[config.mk]
export PLATFORM = sky130hd
export DESIGN_NAME = dma_chan_ctrl
export DESIGN_NICKNAME = d
export VERILOG_FILES = /design/src/rtl/dmac_pkg.sv /design/src/rtl/dmac_field_regs.sv /design/src/rtl/dmac_mode_snap.sv /design/src/rtl/dmac_override.sv /design/src/rtl/dma_chan_ctrl.sv
export SDC_FILE = /design/constraint.sdc
export NUM_CORES = 1
export LEC_CHECK = 0
export ABC_AREA = 1
export CAP_MARGIN = 25
export CORE_ASPECT_RATIO = 1.2
export CORE_MARGIN = 4
export CORE_UTILIZATION = 35
export CTS_BUF_LIST = sky130_fd_sc_hd__clkbuf_16
export CTS_CLUSTER_SIZE = 12
export DETAILED_ROUTE_END_ITERATION = 10
export HOLD_SLACK_MARGIN = 0.02
export MAX_ROUTING_LAYER = met4
export PLACE_DENSITY_LB_ADDON = 0.15
export SLEW_MARGIN = 10
export SYNTH_ARGS = -nofsm -noshare
export SYNTH_HDL_FRONTEND = slang
export SYNTH_SLANG_ARGS = --single-unit
[constraint.sdc]
create_clock -name clk -period 3.2 [get_ports clk]
set_clock_uncertainty 0.05 [all_clocks]
set_input_delay 0.32 -clock clk [delete_from_list [all_inputs] [get_ports clk]]
set_output_delay 0.32 -clock clk [all_outputs]
set_load 0.01 [all_outputs]
[src/rtl/dmac_pkg.sv]
package dmac_pkg;

  localparam int BURST_W = 2;

  typedef enum logic [1:0] {
    DIR_P2M = 2'b00,
    DIR_M2P = 2'b01,
    DIR_M2M = 2'b10,
    DIR_RSV = 2'b11
  } dir_e;

  // Packed so that the LSB lines up with bit 0 of the register.
  typedef struct packed {
    logic       tc_ie;
    logic       ht_ie;
    logic       loop;
    logic [1:0] pwidth;
    logic [1:0] mwidth;
    logic       poff;
    logic       pinc;
    logic       minc;
    logic       pflow;
    logic [1:0] dir;
  } cfg_t;

  typedef struct packed {
    logic               direct;
    logic [BURST_W-1:0] burst;
    logic               dbuf;
  } mode_t;

  localparam int CFG_W = $bits(cfg_t);

  // Bits frozen while the channel runs: everything but the interrupt enables.
  localparam logic [CFG_W-1:0] LOCK_MASK = {2'b00, {(CFG_W-2){1'b1}}};

endpackage

[src/rtl/dmac_field_regs.sv]
module dmac_field_regs
  import dmac_pkg::*;
#(
  parameter int DW = 16
) (
  input  logic            clk,
  input  logic            rst_n,
  input  logic            wr_en,
  input  logic [DW-1:0]   wr_data,
  input  logic [DW/8-1:0] wr_be,
  input  logic            lock,
  output cfg_t            cfg_q
);

  localparam int NB = DW / 8;

  logic [DW-1:0]    lane_mask;
  logic [CFG_W-1:0] permit;
  logic [CFG_W-1:0] cfg_nxt;
  logic             cfg_ce;

  genvar b;
  generate
    for (b = 0; b < NB; b++) begin : g_lane
      assign lane_mask[b*8 +: 8] = {8{wr_en & wr_be[b]}};
    end
  endgenerate

  always_comb begin
    permit  = lane_mask[CFG_W-1:0] & (lock ? ~LOCK_MASK : {CFG_W{1'b1}});
    cfg_nxt = (cfg_q & ~permit) | (wr_data[CFG_W-1:0] & permit);
    cfg_ce  = |permit;
  end

  always_ff @(posedge clk or negedge rst_n) begin
    if (!rst_n) begin
      cfg_q <= '0;
    end else if (cfg_ce) begin
      cfg_q <= cfg_nxt;
    end
  end

endmodule

[src/rtl/dmac_mode_snap.sv]
module dmac_mode_snap
  import dmac_pkg::*;
(
  input  logic  clk,
  input  logic  rst_n,
  input  logic  chan_en,
  input  mode_t mode_live,
  output mode_t mode_eff
);

  logic  en_q;
  logic  rise;
  mode_t snap_q;

  always_comb begin
    rise     = chan_en & ~en_q;
    mode_eff = (chan_en & en_q) ? snap_q : mode_live;
  end

  always_ff @(posedge clk or negedge rst_n) begin
    if (!rst_n) begin
      en_q <= 1'b0;
    end else begin
      en_q <= chan_en;
    end
  end

  always_ff @(posedge clk or negedge rst_n) begin
    if (!rst_n) begin
      snap_q <= '0;
    end else if (rise) begin
      snap_q <= mode_live;
    end
  end

endmodule

[src/rtl/dmac_override.sv]
module dmac_override
  import dmac_pkg::*;
(
  input  logic  chan_en,
  input  cfg_t  cfg_raw,
  input  mode_t mode,
  output cfg_t  cfg_eff,
  output logic  cfg_err
);

  logic pflow_ok;

  always_comb begin
    cfg_eff  = cfg_raw;
    pflow_ok = cfg_raw.pflow & (dir_e'(cfg_raw.dir) != DIR_M2M);
    cfg_eff.pflow = pflow_ok;

    if (chan_en) begin
      if (pflow_ok) begin
        cfg_eff.loop = 1'b0;
      end else if (mode.dbuf) begin
        cfg_eff.loop = 1'b1;
      end
      if (mode.direct) begin
        cfg_eff.mwidth = cfg_raw.pwidth;
      end
    end

    if (mode.direct || (mode.burst != '0)) begin
      cfg_eff.poff = 1'b0;
    end

    cfg_err = chan_en & ((cfg_raw.dir == 2'b11) |
                         (cfg_raw.pwidth == 2'b11) |
                         (cfg_eff.mwidth == 2'b11));
  end

endmodule

[src/rtl/dma_chan_ctrl.sv]
module dma_chan_ctrl
  import dmac_pkg::*;
#(
  parameter int DW = 16
) (
  input  logic               clk,
  input  logic               rst_n,
  input  logic               wr_en,
  input  logic [DW-1:0]      wr_data,
  input  logic [DW/8-1:0]    wr_be,
  input  logic               chan_en,
  input  logic               direct_mode,
  input  logic [BURST_W-1:0] burst_mode,
  input  logic               dbuf_mode,
  output logic [1:0]         dir_o,
  output logic               pflow_o,
  output logic               minc_o,
  output logic               pinc_o,
  output logic               poff_o,
  output logic [1:0]         mwidth_o,
  output logic [1:0]         pwidth_o,
  output logic               loop_o,
  output logic               ht_ie_o,
  output logic               tc_ie_o,
  output logic [DW-1:0]      rd_data,
  output logic               cfg_err
);

  cfg_t  cfg_raw;
  cfg_t  cfg_eff;
  mode_t mode_live;
  mode_t mode_eff;

  assign mode_live = '{direct: direct_mode, burst: burst_mode, dbuf: dbuf_mode};

  dmac_field_regs #(.DW(DW)) u_regs (
    .clk     (clk),
    .rst_n   (rst_n),
    .wr_en   (wr_en),
    .wr_data (wr_data),
    .wr_be   (wr_be),
    .lock    (chan_en),
    .cfg_q   (cfg_raw)
  );

  dmac_mode_snap u_snap (
    .clk       (clk),
    .rst_n     (rst_n),
    .chan_en   (chan_en),
    .mode_live (mode_live),
    .mode_eff  (mode_eff)
  );

  dmac_override u_ovr (
    .chan_en (chan_en),
    .cfg_raw (cfg_raw),
    .mode    (mode_eff),
    .cfg_eff (cfg_eff),
    .cfg_err (cfg_err)
  );

  assign dir_o    = cfg_eff.dir;
  assign pflow_o  = cfg_eff.pflow;
  assign minc_o   = cfg_eff.minc;
  assign pinc_o   = cfg_eff.pinc;
  assign poff_o   = cfg_eff.poff;
  assign mwidth_o = cfg_eff.mwidth;
  assign pwidth_o = cfg_eff.pwidth;
  assign loop_o   = cfg_eff.loop;
  assign ht_ie_o  = cfg_eff.ht_ie;
  assign tc_ie_o  = cfg_eff.tc_ie;

  generate
    if (DW > CFG_W) begin : g_pad
      assign rd_data = {{(DW-CFG_W){1'b0}}, cfg_eff};
    end else begin : g_nopad
      assign rd_data = cfg_eff[DW-1:0];
    end
  endgenerate

endmodule

### Yosys cells after proc, flatten, opt, wreduce, memory -nomap -nowiden

Index checks and enable logic that the tools add are counted.
W data, S select, Z words.

* output and inout bits: 30
* word-level logic and storage cells: 43
* register bits: 18
* input port bits: 26

* muxes and demuxes: 8
* reduce and logical (&&, ||, !) cells: 3
* bitwise logic cells: 14
* equal/unequal tests: 4

Operator list (number)
* $and A13 B13 Y13: 3
* $not A13 Y13: 1
* $or A13 B13 Y13: 1
* $reduce_or A13 Y1: 1
* $mux W11: 1
* $and A1 B1 Y1: 6
* $eq A2 B2 Y1 const B: 3
* $mux W1: 4
* $mux W2: 2
* $mux W4: 1
* $ne A2 B2 Y1 const B: 1
* $or A1 B1 Y1: 2
* $reduce_bool A2 Y1: 1
* $logic_or A1 B1 Y1: 1
* $not A1 Y1: 1

### Logic depth before layout (Yosys ltp)

* depth after elaboration: 7
* gate-level depth with buffers: 8
* gate-level depth less buffers: 7

### Cells and area by module

A second synthesis with hierarchy kept.

* cells, all modules: 142
* area, all modules: 1136.1 um2

Modules (own cells, without submodules)
* dmac_field_regs: area an instance 578.1 um2, cells an instance 60, seq. area each 325.3 um2, times used 1
* dmac_mode_snap: area an instance 257.7 um2, cells an instance 33, seq. area each 125.1 um2, times used 1
* dmac_override: area an instance 176.4 um2, cells an instance 32, seq. area each 0.0 um2, times used 1
* dma_chan_ctrl: area an instance 123.9 um2, cells an instance 17, seq. area each 0.0 um2, times used 1

### Least setup slack after synthesis

OpenSTA, ideal clock, no wires.

* path type: input port to output port
* start: input port chan_en
* end: output port rd_data[5]
* data arrival time: 1159 ps
* cell stages on the path: 6
* path buffers: 2
* data required time: 2830 ps
* slack: 1671 ps
* cell sequence: buf_6 > nand2_2 > nand2_1 > nand2_1 > nor3_1 > buf_4

* cells in the longest elaborated chain, start to end: 5

Ends and longest elaborated chain
* from (decl): line dma_chan_ctrl.sv:11 `input logic chan_en,`
* $and A1 B1 Y1 *: line dmac_mode_snap.sv:17 `mode_eff = (chan_en & en_q) ? snap_q : mode_live;`
* $mux W4 *: line dmac_mode_snap.sv:17
* $reduce_bool A2 Y1: line dmac_override.sv:29 `if (mode.direct || (mode.burst != '0)) begin`
* $logic_or A1 B1 Y1 *: line dmac_override.sv:29
* $mux W1 *: line dmac_override.sv:29
* to (decl): line dma_chan_ctrl.sv:25 `output logic [DW-1:0] rd_data,`

Mark *: on every way between the ends. The rest lies on a longest branch, timed or not.

### Final worst setup path

* start: input port chan_en
* end: output port cfg_err

* cells in the longest elaborated chain, start to end: 7

Ends and longest elaborated chain
* $and A1 B1 Y1: line dmac_mode_snap.sv:17
* $mux W4: line dmac_mode_snap.sv:17
* $mux W2: line dmac_override.sv:24 `if (mode.direct) begin`
* $mux W2: line dmac_override.sv:18 `if (chan_en) begin`
* $eq A2 B2 Y1: line dmac_override.sv:35 `(cfg_eff.mwidth == 2'b11));`
* $or A1 B1 Y1: line dmac_override.sv:34 `(cfg_raw.pwidth == 2'b11) |`
* $and A1 B1 Y1 *: line dmac_override.sv:33 `cfg_err = chan_en & ((cfg_raw.dir == 2'b11) |`
* to (decl): line dma_chan_ctrl.sv:26 `output logic cfg_err`

Marked as above.

==> results.toml <==
[final_layout]
final_cells = 176
area_delta_synth_final_pct = 45.9
diodes = 0
nets = 171
layout-drive-gt1-share_pct = 6.99

[critical_path]
cp.required_ns = 2.83
cp_common_cell = "nand2_1"
critPathMaxFanout = 9
cpPeakStageDelay_ns = 0.69
cp_top_family = "buffers and inverters"
rr_endpoint = "u_snap.snap_q[2]$_DFFE_PN0P_"
crit_type = "input pin to output port"
ff2ff_path_depth = 4
critPathLaunch = "chan_en"
path_cells = "clkdlybuf4s50_1, nand3_1, nand2_1, nand3_1, nand2_1, nand2_1, a21oi_1, clkdlybuf4s50_1"
endpoint_kind = "output port"
path_buf_inv = 2
r2r-start = "u_snap.en_q$_DFF_PN0_"
endpoint = "cfg_err"
critPathLaunchType = "input pin"
cp.arrival_ns = 2.24
r2r_slack_ns = 2.14
slowest_stage = "clkdlybuf4s50_1"
worst-path-stages = 8

[flow_run]
cap_violations = 0

[synth]
ys_seq_area_share_pct = 45.6
ys_seq_elements = 18
synth_cells = 110
syn_area_per_cell_um2 = 8.97
synth_edf_count = 0
synth-main-ff-cell = "dfrtp_1"
yosysMostFrequentCell = "nand2_1"
synthTopCellsByArea = "dfrtp_1 (46%), buf_4 (15%), nand2_1 (11%)"
netlist.top_cell.by_area = "dfrtp_1"
ys_warn_count = 0
async_flop_share_pct = 100
synth_area_um2 = 987
ys_top_cells_by_count = "nand2_1 (29), buf_4 (20), dfrtp_1 (18), inv_1 (8), mux2_1 (7)"
synth_cell_types = 19
netlist.area_leader.share_pct = 45.6

[routing]
post_drt_wl_per_cell_um = 12.2
ant_nets = 0
drt_first_pass_iters = 4
drc_errors = 0
wirelength_mm = 2.14
vias = 786
drtIter0Drc = 7
vias_per_cell = 4.47

[global_routing]
gr-usage-all-layers_pct = 12.4
grt_pass1_vias = 763
grt_pass1_wl_mm = 3.53
grt_overflow = 0
antenna_found_initial = 0
grt_max_degree = 19

[power_and_ir_drop]
internal_power_mw = 0.580
share_comb_of_total_power_pct = 32.6
ir_drop_mv = 0.357
seqPwrFrac_pct = 36.8
p_clk_share_pct = 30.6
power.switching_mw = 0.208
power_switching_share_pct = 26.4
powerDensity_nw_per_um2 = 547
leakage_nw = 0.663

[floorplan]
initial_core_util_pct = 37.6
die_w_um = 56.5
die_area_um2 = 3740
core_um2 = 2630
io_pins = 56
row_count = 20
die-height_um = 66.2

[timing]
relSlewSlack_pct = 46.2
fin_setup_tns_ns = 0
fin_crit_sh_pct = 81.6
tightestPinTransition_ns = 0.804
finalSetupViolations = 0
slew_violations = 0
timing.fmax_mhz = 383
finalHoldViolCount = 0
rsz0062_at_grt = "no"
min_period_ns = 2.61

[placed_design]
gp_congestion = 0.793
io_buffers = 49
place_inst = 173
hpwl_mm = 1.67

[clock_network]
postCtsHoldBufs = 0
cts_setup_buffers = 0
ctsLongestPathBuffers = 2
clkSinkCount = 18
cts_tree = "built"
cts_buffers = 3
cts_max_level = 1
post_cts_resized = 0
clock_latency_ns = 0.24
root_buffer = "clkbuf_16"
clkSlewWorstSetupHoldPaths_ns = 0.05

[min_path]
hold_class = "register to register"
hold_depth = 2

[outcome]
status = "completed"
metal layers:
| metal | up-vias | routed length, µm | GRT usage [%] |
|---|---|---|---|
| met5 | - | 0 | - |
| met4 | 0 | 26 | 6.23 |
| met2 | 34 | 1030 | 21.2 |
| met3 | 2 | 153 | 1.56 |
| li1 | 394 | - | - |
| met1 | 356 | 926 | 14.4 |
cell families after synthesis:
| logic type | synth area share (%) |
|---|---|
| AO/OA/AOI/OAI | 4.18 |
| other | 0.380 |
| AND/OR/NAND/NOR | 19.1 |
| multiplexers | 10.3 |
| buffers and inverters | 20.4 |
| flip-flops | 45.6 |
how the worst min path moves through the flow:
stage	start	slack (ns)	to
after CTS	u_snap.snap_q[1]$_DFFE_PN0P_	0.42	u_snap.snap_q[1]$_DFFE_PN0P_
after detailed placement	u_snap.snap_q[1]$_DFFE_PN0P_	0.41	u_snap.snap_q[1]$_DFFE_PN0P_
after global routing	u_snap.snap_q[1]$_DFFE_PN0P_	0.45	u_snap.snap_q[1]$_DFFE_PN0P_
after floorplan	rst_n	-0.03	async pin
final	u_snap.snap_q[1]$_DFFE_PN0P_	0.42	u_snap.snap_q[1]$_DFFE_PN0P_
after global placement	u_snap.snap_q[1]$_DFFE_PN0P_	0.41	u_snap.snap_q[1]$_DFFE_PN0P_
worst min-delay path, stage by stage, from the launching register on:
cell,delay [ns]
dfrtp_1,0.34
nand2_1,0.05
nand2_1,0.05
layout by cell type, fill, tap and decap left out:
| master | instances |
|---|---|
| inv_4 | 1 |
| mux2_1 | 7 |
| clkbuf_16 | 3 |
| o21ai_0 | 4 |
| nor3_1 | 1 |
| nand3_4 | 1 |
| o22ai_1 | 1 |
| conb_1 | 3 |
| dfrtp_1 | 18 |
| nand3_1 | 6 |
| nor2_1 | 4 |
| inv_1 | 8 |
| nor2_2 | 1 |
| nand2_2 | 1 |
| mux2_2 | 2 |
| a21oi_1 | 3 |
| inv_2 | 1 |
| nand2_1 | 29 |
| clkdlybuf4s50_1 | 49 |
metrics by stage:
stage | total power [mW] | area, µm² | hold WS [ns] | util, % | worst slack [ns]
after detailed placement | 0.554 | 1370 | 0.409 | 52.0 | 0.541
after global routing | 0.833 | 1440 | 0.447 | 54.8 | 0.362
after global placement | 0.549 | 1370 | 0.407 | 52.0 | 0.584
after CTS | 0.800 | 1440 | 0.422 | 54.8 | 0.551
after floorplan | 0.440 | 995 | -0.0256 | - | 1.67
final | 0.788 | 1440 | 0.420 | 54.8 | 0.587
power by group through the flow:
stage / clock [mW] / combinational (mW) / sequential (mW)
finish: 0.241 / 0.257 / 0.290
floorplan: 0 / 0.149 / 0.291
global placement: 0 / 0.257 / 0.292
detailed placement: 0 / 0.260 / 0.294
global route: 0.257 / 0.279 / 0.297
CTS: 0.248 / 0.261 / 0.291
cell type report:
class	instances	area (µm²)
timing repair buffer	49	490
inverter	10	40.0
clock buffer	3	75.1
tap	33	41.3
multi-input combinational	63	343
sequential	18	450
fill	251	1190
Power figures use the tool's default switching activity.
